`src/rtl/irq_pkg.sv`:
```
package irq_pkg;
    localparam int unsigned CTL_W = 8;

    typedef struct packed {
        logic gie;
        logic peie;
        logic tmr_en;
        logic ext_en;
        logic chg_en;
        logic tmr_f;
        logic ext_f;
        logic chg_f;
    } ctl_t;
endpackage

```
`src/rtl/pin_sync.sv`:
```
module pin_sync #(
    parameter int unsigned W      = 1,
    parameter int unsigned STAGES = 2
) (
    input  logic         clk,
    input  logic         rst_n,
    input  logic [W-1:0] d,
    output logic [W-1:0] q
);
    logic [W-1:0] stg_d [STAGES];
    logic [W-1:0] stg_q [STAGES];

    always_comb begin
        stg_d[0] = d;
        for (int i = 1; i < STAGES; i++) begin
            stg_d[i] = stg_q[i-1];
        end
    end

    for (genvar g = 0; g < STAGES; g++) begin : g_stage
        always_ff @(posedge clk or negedge rst_n) begin
            if (!rst_n) stg_q[g] <= '0;
            else        stg_q[g] <= stg_d[g];
        end
    end

    assign q = stg_q[STAGES-1];
endmodule

```
`src/rtl/port_mismatch.sv`:
```
module port_mismatch #(
    parameter int unsigned W      = 6,
    parameter int unsigned SETTLE = 3
) (
    input  logic         clk,
    input  logic         rst_n,
    input  logic         soft_rst,
    input  logic [W-1:0] pins_s,
    input  logic         port_rd,
    input  logic         mask_wr,
    input  logic [W-1:0] mask_wdata,
    output logic [W-1:0] mask_q,
    output logic         chg_evt
);
    localparam int unsigned TRK_W = $clog2(SETTLE + 1);

    typedef struct packed {
        logic [W-1:0]     prev;
        logic [W-1:0]     mask;
        logic [TRK_W-1:0] trk;
    } pm_state_t;

    pm_state_t st_d, st_q;
    logic      tracking;

    always_comb begin
        st_d     = st_q;
        tracking = (st_q.trk != '0);
        chg_evt  = !tracking && (|((pins_s ^ st_q.prev) & st_q.mask));
        if (tracking) st_d.trk = st_q.trk - 1'b1;
        if (tracking || port_rd) st_d.prev = pins_s;
        if (mask_wr) st_d.mask = mask_wdata;
    end

    always_ff @(posedge clk or negedge rst_n) begin
        if (!rst_n) begin
            st_q.prev <= '0;
            st_q.mask <= '0;
            st_q.trk  <= TRK_W'(SETTLE);
        end else begin
            st_q <= st_d;
        end
    end

    assign mask_q = st_q.mask;

    // a soft reset alone does not disturb the stored previous values
    a_r8_prev_kept: assert property (@(posedge clk) disable iff (!rst_n)
        (soft_rst && !port_rd && !tracking) |=> $stable(st_q.prev));
endmodule

```
`src/rtl/irq_flag_ctrl.sv`:
```
module irq_flag_ctrl
    import irq_pkg::*;
#(
    parameter int unsigned PORT_W      = 6,
    parameter int unsigned PER_W       = 4,
    parameter int unsigned SYNC_STAGES = 2
) (
    input  logic              clk,
    input  logic              rst_n,
    input  logic              soft_rst,
    input  logic              reg_wr,
    input  logic [CTL_W-1:0]  reg_wdata,
    output logic [CTL_W-1:0]  reg_rdata,
    input  logic              mask_wr,
    input  logic [PORT_W-1:0] mask_wdata,
    output logic [PORT_W-1:0] mask_rdata,
    input  logic              port_rd,
    output logic [PORT_W-1:0] port_rdata,
    input  logic              tmr_wrap,
    input  logic              ext_pin,
    input  logic [PORT_W-1:0] port_pins,
    input  logic [PER_W-1:0]  periph_req,
    output logic              irq
);
    localparam int unsigned SETTLE = SYNC_STAGES + 1;

    typedef struct packed {
        ctl_t ctl;
        logic ext_prev;
    } top_state_t;

    top_state_t       st_d, st_q;
    logic             ext_s;
    logic [PORT_W-1:0] pins_s;
    logic             chg_evt;
    logic             ext_rise;
    logic             src_hit;

    pin_sync #(.W(1), .STAGES(SYNC_STAGES)) u_ext_sync (
        .clk(clk), .rst_n(rst_n), .d(ext_pin), .q(ext_s)
    );

    pin_sync #(.W(PORT_W), .STAGES(SYNC_STAGES)) u_port_sync (
        .clk(clk), .rst_n(rst_n), .d(port_pins), .q(pins_s)
    );

    port_mismatch #(.W(PORT_W), .SETTLE(SETTLE)) u_chg (
        .clk(clk), .rst_n(rst_n), .soft_rst(soft_rst), .pins_s(pins_s),
        .port_rd(port_rd), .mask_wr(mask_wr), .mask_wdata(mask_wdata),
        .mask_q(mask_rdata), .chg_evt(chg_evt)
    );

    always_comb begin
        st_d          = st_q;
        ext_rise      = ext_s && !st_q.ext_prev;
        st_d.ext_prev = ext_s;
        if (soft_rst) begin
            st_d.ctl = '0;
        end else begin
            if (reg_wr) st_d.ctl = ctl_t'(reg_wdata);
            if (tmr_wrap) st_d.ctl.tmr_f = 1'b1;
            if (ext_rise) st_d.ctl.ext_f = 1'b1;
            if (chg_evt)  st_d.ctl.chg_f = 1'b1;
        end
        src_hit = (st_q.ctl.tmr_f && st_q.ctl.tmr_en)
               || (st_q.ctl.ext_f && st_q.ctl.ext_en)
               || (st_q.ctl.chg_f && st_q.ctl.chg_en)
               || (st_q.ctl.peie && (|periph_req));
        irq = st_q.ctl.gie && src_hit;
    end

    always_ff @(posedge clk or negedge rst_n) begin
        if (!rst_n) st_q <= '0;
        else        st_q <= st_d;
    end

    assign reg_rdata  = st_q.ctl;
    assign port_rdata = pins_s;

    // no request while the global enable is clear
    a_r9_gie_gate: assert property (@(posedge clk) disable iff (!rst_n)
        !reg_rdata[7] |-> !irq);

    // a set flag persists without a write or soft reset
    a_r4_tmr_sticky: assert property (@(posedge clk) disable iff (!rst_n)
        (reg_rdata[2] && !reg_wr && !soft_rst) |=> reg_rdata[2]);
    a_r4_chg_sticky: assert property (@(posedge clk) disable iff (!rst_n)
        (reg_rdata[0] && !reg_wr && !soft_rst) |=> reg_rdata[0]);

    // a rollover pulse always leaves the timer flag set
    a_r5_tmr_set: assert property (@(posedge clk) disable iff (!rst_n)
        (tmr_wrap && !soft_rst) |=> reg_rdata[2]);

    // soft reset clears the whole register
    a_r8_soft_clear: assert property (@(posedge clk) disable iff (!rst_n)
        soft_rst |=> (reg_rdata == '0));
endmodule

```
`config.mk`:
```
export PLATFORM = sky130hd
export DESIGN_NAME = irq_flag_ctrl
export DESIGN_NICKNAME = d
export VERILOG_FILES = /design/src/rtl/irq_pkg.sv /design/src/rtl/pin_sync.sv /design/src/rtl/port_mismatch.sv /design/src/rtl/irq_flag_ctrl.sv
export SDC_FILE = /design/constraint.sdc
export NUM_CORES = 1
export LEC_CHECK = 0
export BUFFER_PORTS_ARGS = -buffer_cell sky130_fd_sc_hd__buf_2
export CAP_MARGIN = 20
export CORE_ASPECT_RATIO = 0.6
export CORE_MARGIN = 1
export CORE_UTILIZATION = 45
export DETAILED_ROUTE_END_ITERATION = 12
export PLACE_DENSITY = 0.72
export RECOVER_POWER = 25
export SYNTH_ARGS = -nofsm -noshare
export SYNTH_HDL_FRONTEND = slang
export SYNTH_SLANG_ARGS = --single-unit
```
`constraint.sdc`:
```
create_clock -name clk -period 2.43 [get_ports clk]
set_input_delay 0 -clock clk [delete_from_list [all_inputs] [get_ports clk]]
set_output_delay 0 -clock clk [all_outputs]
set_load 0.05 [all_outputs]
```
After elaboration in Yosys (flattened, before gate mapping)

Cells that the tools add are included.

Register bits after elaboration: 37
Bits of input ports: 32
Output and inout port bits: 21
Word-level logic and storage cells: 44

Add/sub/neg operators: 1
Muxes and demuxes: 5
Bitwise operators: 2
Reductions and logical operators: 20

Operators with widths:

| cell                                              | count |
|---|---|
| two-way mux 8 bit                                 | 2 |
| nonzero test 3 bit                                | 3 |
| logical AND 1 bit                                 | 7 |
| AND 6 bit                                         | 1 |
| OR reduction 6 bit                                | 1 |
| XOR 6 bit                                         | 1 |
| logical OR 1 bit                                  | 4 |
| nonzero test 2 bit                                | 2 |
| OR reduction 4 bit                                | 1 |
| two-way mux 1 bit                                 | 3 |
| zero test 1 bit                                   | 2 |
| subtractor 2 x 1 -> 2 bit (second input constant) | 1 |

Logic depth before layout (Yosys ltp)

Depth after elaboration: 6
Mapped depth: 5
Mapped depth without buffers: 4

Cells and area by module

A second synthesis with hierarchy kept.

Cells, all modules: 107
Area total of the unflattened synthesis: 1,505.2 µm²

By module, submodules not included:

| module                  | times used | cells an instance | area an instance (µm²) |
|---|---|---|---|
| port_mismatch           | 1          | 52                | 700.7 |
| irq_flag_ctrl           | 1          | 41                | 454.2 |
| pin_sync at u_port_sync | 1          | 12                | 300.3 |
| pin_sync at u_ext_sync  | 1          | 2                 | 50.0 |

Worst setup path before layout

No wires, ideal clock.

Kind: register -> output
Start: register st_q (netlist bit reg_rdata[5])
End: output irq
Data arrival time: 1,554 ps
Data required time: 2,430 ps
Slack: 876 ps
Stages on the path, launching flop included: 3
Buffers on the path: 0
Cell sequence: dfrtp_1 -> a222oi_1 -> a21boi_0

Longest elaborated chain between the ends: 5

RTL lines:

| element                  | line                | RTL |
|---|---|---|
| start: declaration       | irq_flag_ctrl.sv:32 | `top_state_t st_d, st_q;` |
| start signal: assignment | irq_flag_ctrl.sv:74 | `else st_q <= st_d;` |
| logical AND 1 bit        | irq_flag_ctrl.sv:65 | `src_hit = (st_q.ctl.tmr_f && st_q.ctl.tmr_en)` |
| logical OR 1 bit         | irq_flag_ctrl.sv:66 | `\|\| (st_q.ctl.ext_f && st_q.ctl.ext_en)` |
| logical OR 1 bit         | irq_flag_ctrl.sv:67 | `\|\| (st_q.ctl.chg_f && st_q.ctl.chg_en)` |
| logical OR 1 bit         | irq_flag_ctrl.sv:68 | `\|\| (st_q.ctl.peie && (\|periph_req));` |
| logical AND 1 bit        | irq_flag_ctrl.sv:69 | `irq = st_q.ctl.gie && src_hit;` |
| end: declaration         | irq_flag_ctrl.sv:23 | `output logic irq` |

No other way between the ends.

==> impl_metrics.py <==
metrics = {
    "status": {
        "status": "completed",
    },
    "global_route": {
        "grt_usage_pct": 18.1,
        "grt_pass1_wl_um": 4630,
        "grt_pass1_vias": 995,
        "antenna_found_initial": 0,
        "grt_max_degree": 38,
        "overflow": 0,
    },
    "synth": {
        "synthSimpleGateAreaFrac_pct": 2.74,
        "synth.net_count": 137,
        "synthArstFlopShare_pct": 100,
        "syn-instance-count": 104,
        "synth-compound-area-share_pct": 5.22,
        "synthesis.area_um2": 1510,
        "synth_warnings": 0,
        "synth_edf_count": 0,
        "synth_cell_type_count": 25,
        "synth_top_family_by_area": "multiplexers",
        "synth_seq_area_share_pct": 61.5,
        "synthMuxAreaShare_pct": 16.1,
        "synth_seq_cells": 37,
        "avgSynthCellArea_um2": 14.5,
        "synth_flop_cell": "dfrtp_1",
        "synth_xor_area_share_pct": 4.06,
        "synthAdderAreaFrac_pct": 0.829,
    },
    "clocking": {
        "cts_max_level": 2,
        "insertion_delay_ps": 280,
        "cts_tree": "done",
        "cts_buffers": 5,
        "cts_sinks": 37,
        "cts.clk_slew.worst_paths_ps": 70,
        "cts.root.buffer_cell": "clkbuf_8",
        "clock_path_buffers": 2,
    },
    "sta": {
        "min_period_ps": 2150,
        "rsz0062_at_grt": "false",
        "setup_viol": 0,
        "clock.fmax_mhz": 465,
        "fin_tns_setup_ps": 0,
        "hold_slack_ps": 57.3,
        "worst_pin_slew_ps": 800,
        "slew_headroom_pct": 46.7,
        "slew_viol_final": 0,
        "hold_viol": 0,
        "fin_skew_ps": 2.58,
        "setup_ws_ps": 280,
        "fin_crit_sh_pct": 88.5,
    },
    "worst_setup_path": {
        "critPathMaxFanout": 3,
        "crit_type": "reg -> reg",
        "cp.required_ps": 2600,
        "slowest_stage": "dlygate4sd3_1",
        "cp-start-kind": "register",
        "r2r_start": "reg_rdata[2]",
        "critPathLaunch": "reg_rdata[2]",
        "r2r-end": "reg_rdata[2]",
        "cp.arrival_ps": 2320,
        "reg2reg_slack_ps": 280,
        "crit_path_end_kind": "register",
        "cpMostUsedCell": "dlygate4sd3_1",
        "ff2ff_path_depth": 5,
        "slowest_delay_ps": 620,
        "worstPathCellList": "nor2b_1 -> a211oi_1 -> dlygate4sd3_1 -> nor2_1 -> dlygate4sd3_1",
    },
    "final_layout": {
        "nets": 205,
        "finalInstanceArea_um2": 2040,
        "post-route-util_pct": 67.6,
        "diodes": 0,
        "drive_gt1_share_pct": 43.9,
        "final_cells": 215,
        "synthToLayoutAreaGrowth_pct": 35.3,
    },
    "route": {
        "drt_pass1_iterations": 4,
        "viasPerCell": 4.77,
        "drtIter0Drc": 27,
        "postRouteAntennaNets": 0,
        "wl_per_cell_um": 14.2,
        "route.vias.total": 1025,
        "drc_errors": 0,
        "wl_um": 3050,
    },
    "power_and_ir_drop": {
        "power_mw": 1.36,
        "power_density_nw_per_um2": 668,
        "pwr-share-comb_pct": 19.4,
        "power.switching_mw": 0.397,
        "swShare_pct": 29.1,
        "clockPowerShare_pct": 30.1,
        "p_leak_nw": 1.02,
        "internal_power_mw": 0.966,
        "ir_worst_vdd_v": 0.000426,
        "p_seq_share_pct": 50.5,
    },
    "floorplanning": {
        "start_util_pct": 49.9,
        "num_io_pins": 53,
        "dieArea_um2": 3600,
        "core-area_um2": 3020,
        "rows": 15,
        "die_height_um": 46.9,
        "dieWidth_um": 76.8,
    },
    "hold_path": {
        "min_from": "reg_wdata[1]",
        "hold_depth": 3,
        "hp-class": "in -> reg",
        "worstHoldEndpoint": "reg_rdata[1]",
    },
    "job": {
        "maxCapViolCount": 0,
    },
    "placement": {
        "place_ws_ps": 805,
        "portBuffers": 52,
        "hpwl_um": 2000,
        "globalplace.congestion": 0.736,
        "dp.cells": 180,
        "place_area_um2": 1690,
    },
}
Yosys cell counts (all sizes together) (2+ instances only):
master  number  area (um2)
dfstp        2        52.6
buf         18         136
inv          2        7.51
dfrtp       35         876
mux2        13         173
a21oi        2        13.8
mux2i        7        70.1
nand2b       2        12.5
xor2         6        52.6
a222oi       2        20.0
nor2         6        22.5
registers in the layout, indices dropped and copies added (netlist names):
signal             cells
u_chg.st_q             8
st_q                   1
u_port_sync.stg_d      6
u_ext_sync.q           1
u_chg.mask_q           6
u_ext_sync.stg_d       1
u_port_sync.q          6
reg_rdata              8
routing by layer:
layer	vias up	routed length, um	track usage (%)
li1	473	-	-
met1	517	1380	23.0
met2	29	1510	30.2
met3	6	122	5.24
met4	0	40	7.69
met5	-	0	0
layout by cell type (no fill, tap or decap), drive strengths merged, types with 2 or more instances in the layout:
master,count
a21oi,2
a222oi,2
buf,52
clkbuf,5
clkinv,2
dfrtp,35
dfstp,2
dlygate4sd3,27
inv,2
mux2,13
mux2i,7
nand2b,2
nor2,6
xor2,6
worst max-delay path: cells and delay by family, from the launching register on:
kind,cells,cell delay [ps]
buf+inv,2,1170
flops,1,400
simple gates,2,190
compound gates,1,280
worst max-delay path by stage:
stage,to,slack [ps],depth (start not counted)
6_report,reg_rdata[2],280,5
5_1_grt,reg_rdata[2],250,5
4_1_cts,reg_rdata[2],410,5
3_5_place_dp,u_chg.st_q[13],810,4
3_3_place_gp,u_chg.st_q[8],870,4
2_1_floorplan,irq,880,2
final cells by class:
| cell class | count | area, um2 |
|---|---|---|
| multi-input cells | 47 | 437 |
| repair buffers | 79 | 531 |
| inverters | 2 | 7.51 |
| fillers | 216 | 980 |
| clock buffers | 5 | 68.8 |
| flip-flops and latches | 37 | 928 |
| clock inverters | 3 | 17.5 |
| well taps | 42 | 52.6 |
power by group through the flow:
stage	registers, mW	logic (mW)	clock network, mW
after floorplan	0.709	0.173	0
after global routing	0.694	0.281	0.443
after global placement	0.698	0.225	0
after detailed placement	0.700	0.230	0
final	0.689	0.265	0.410
after CTS	0.688	0.265	0.419
what timing repair did:
| item | CTS | global route |
|---|---|---|
| hold buffers | 27 | 0 |
| hold endpoints to repair | 55 | 0 |
| setup buffers | 0 | 0 |
| resized for setup | 0 | 0 |
cell families (layout without fill, tap and decap cells):
kind of cell	Yosys count	count (layout)
AND/OR/NAND/NOR	9	9
adder cells (fa/ha/maj)	1	1
multiplexers	20	20
XOR/XNOR	7	7
flip-flops	37	37
AO/OA/AOI/OAI	10	10
buffers and inverters	20	89
No activity file was read; power rests on OpenSTA's default activity.
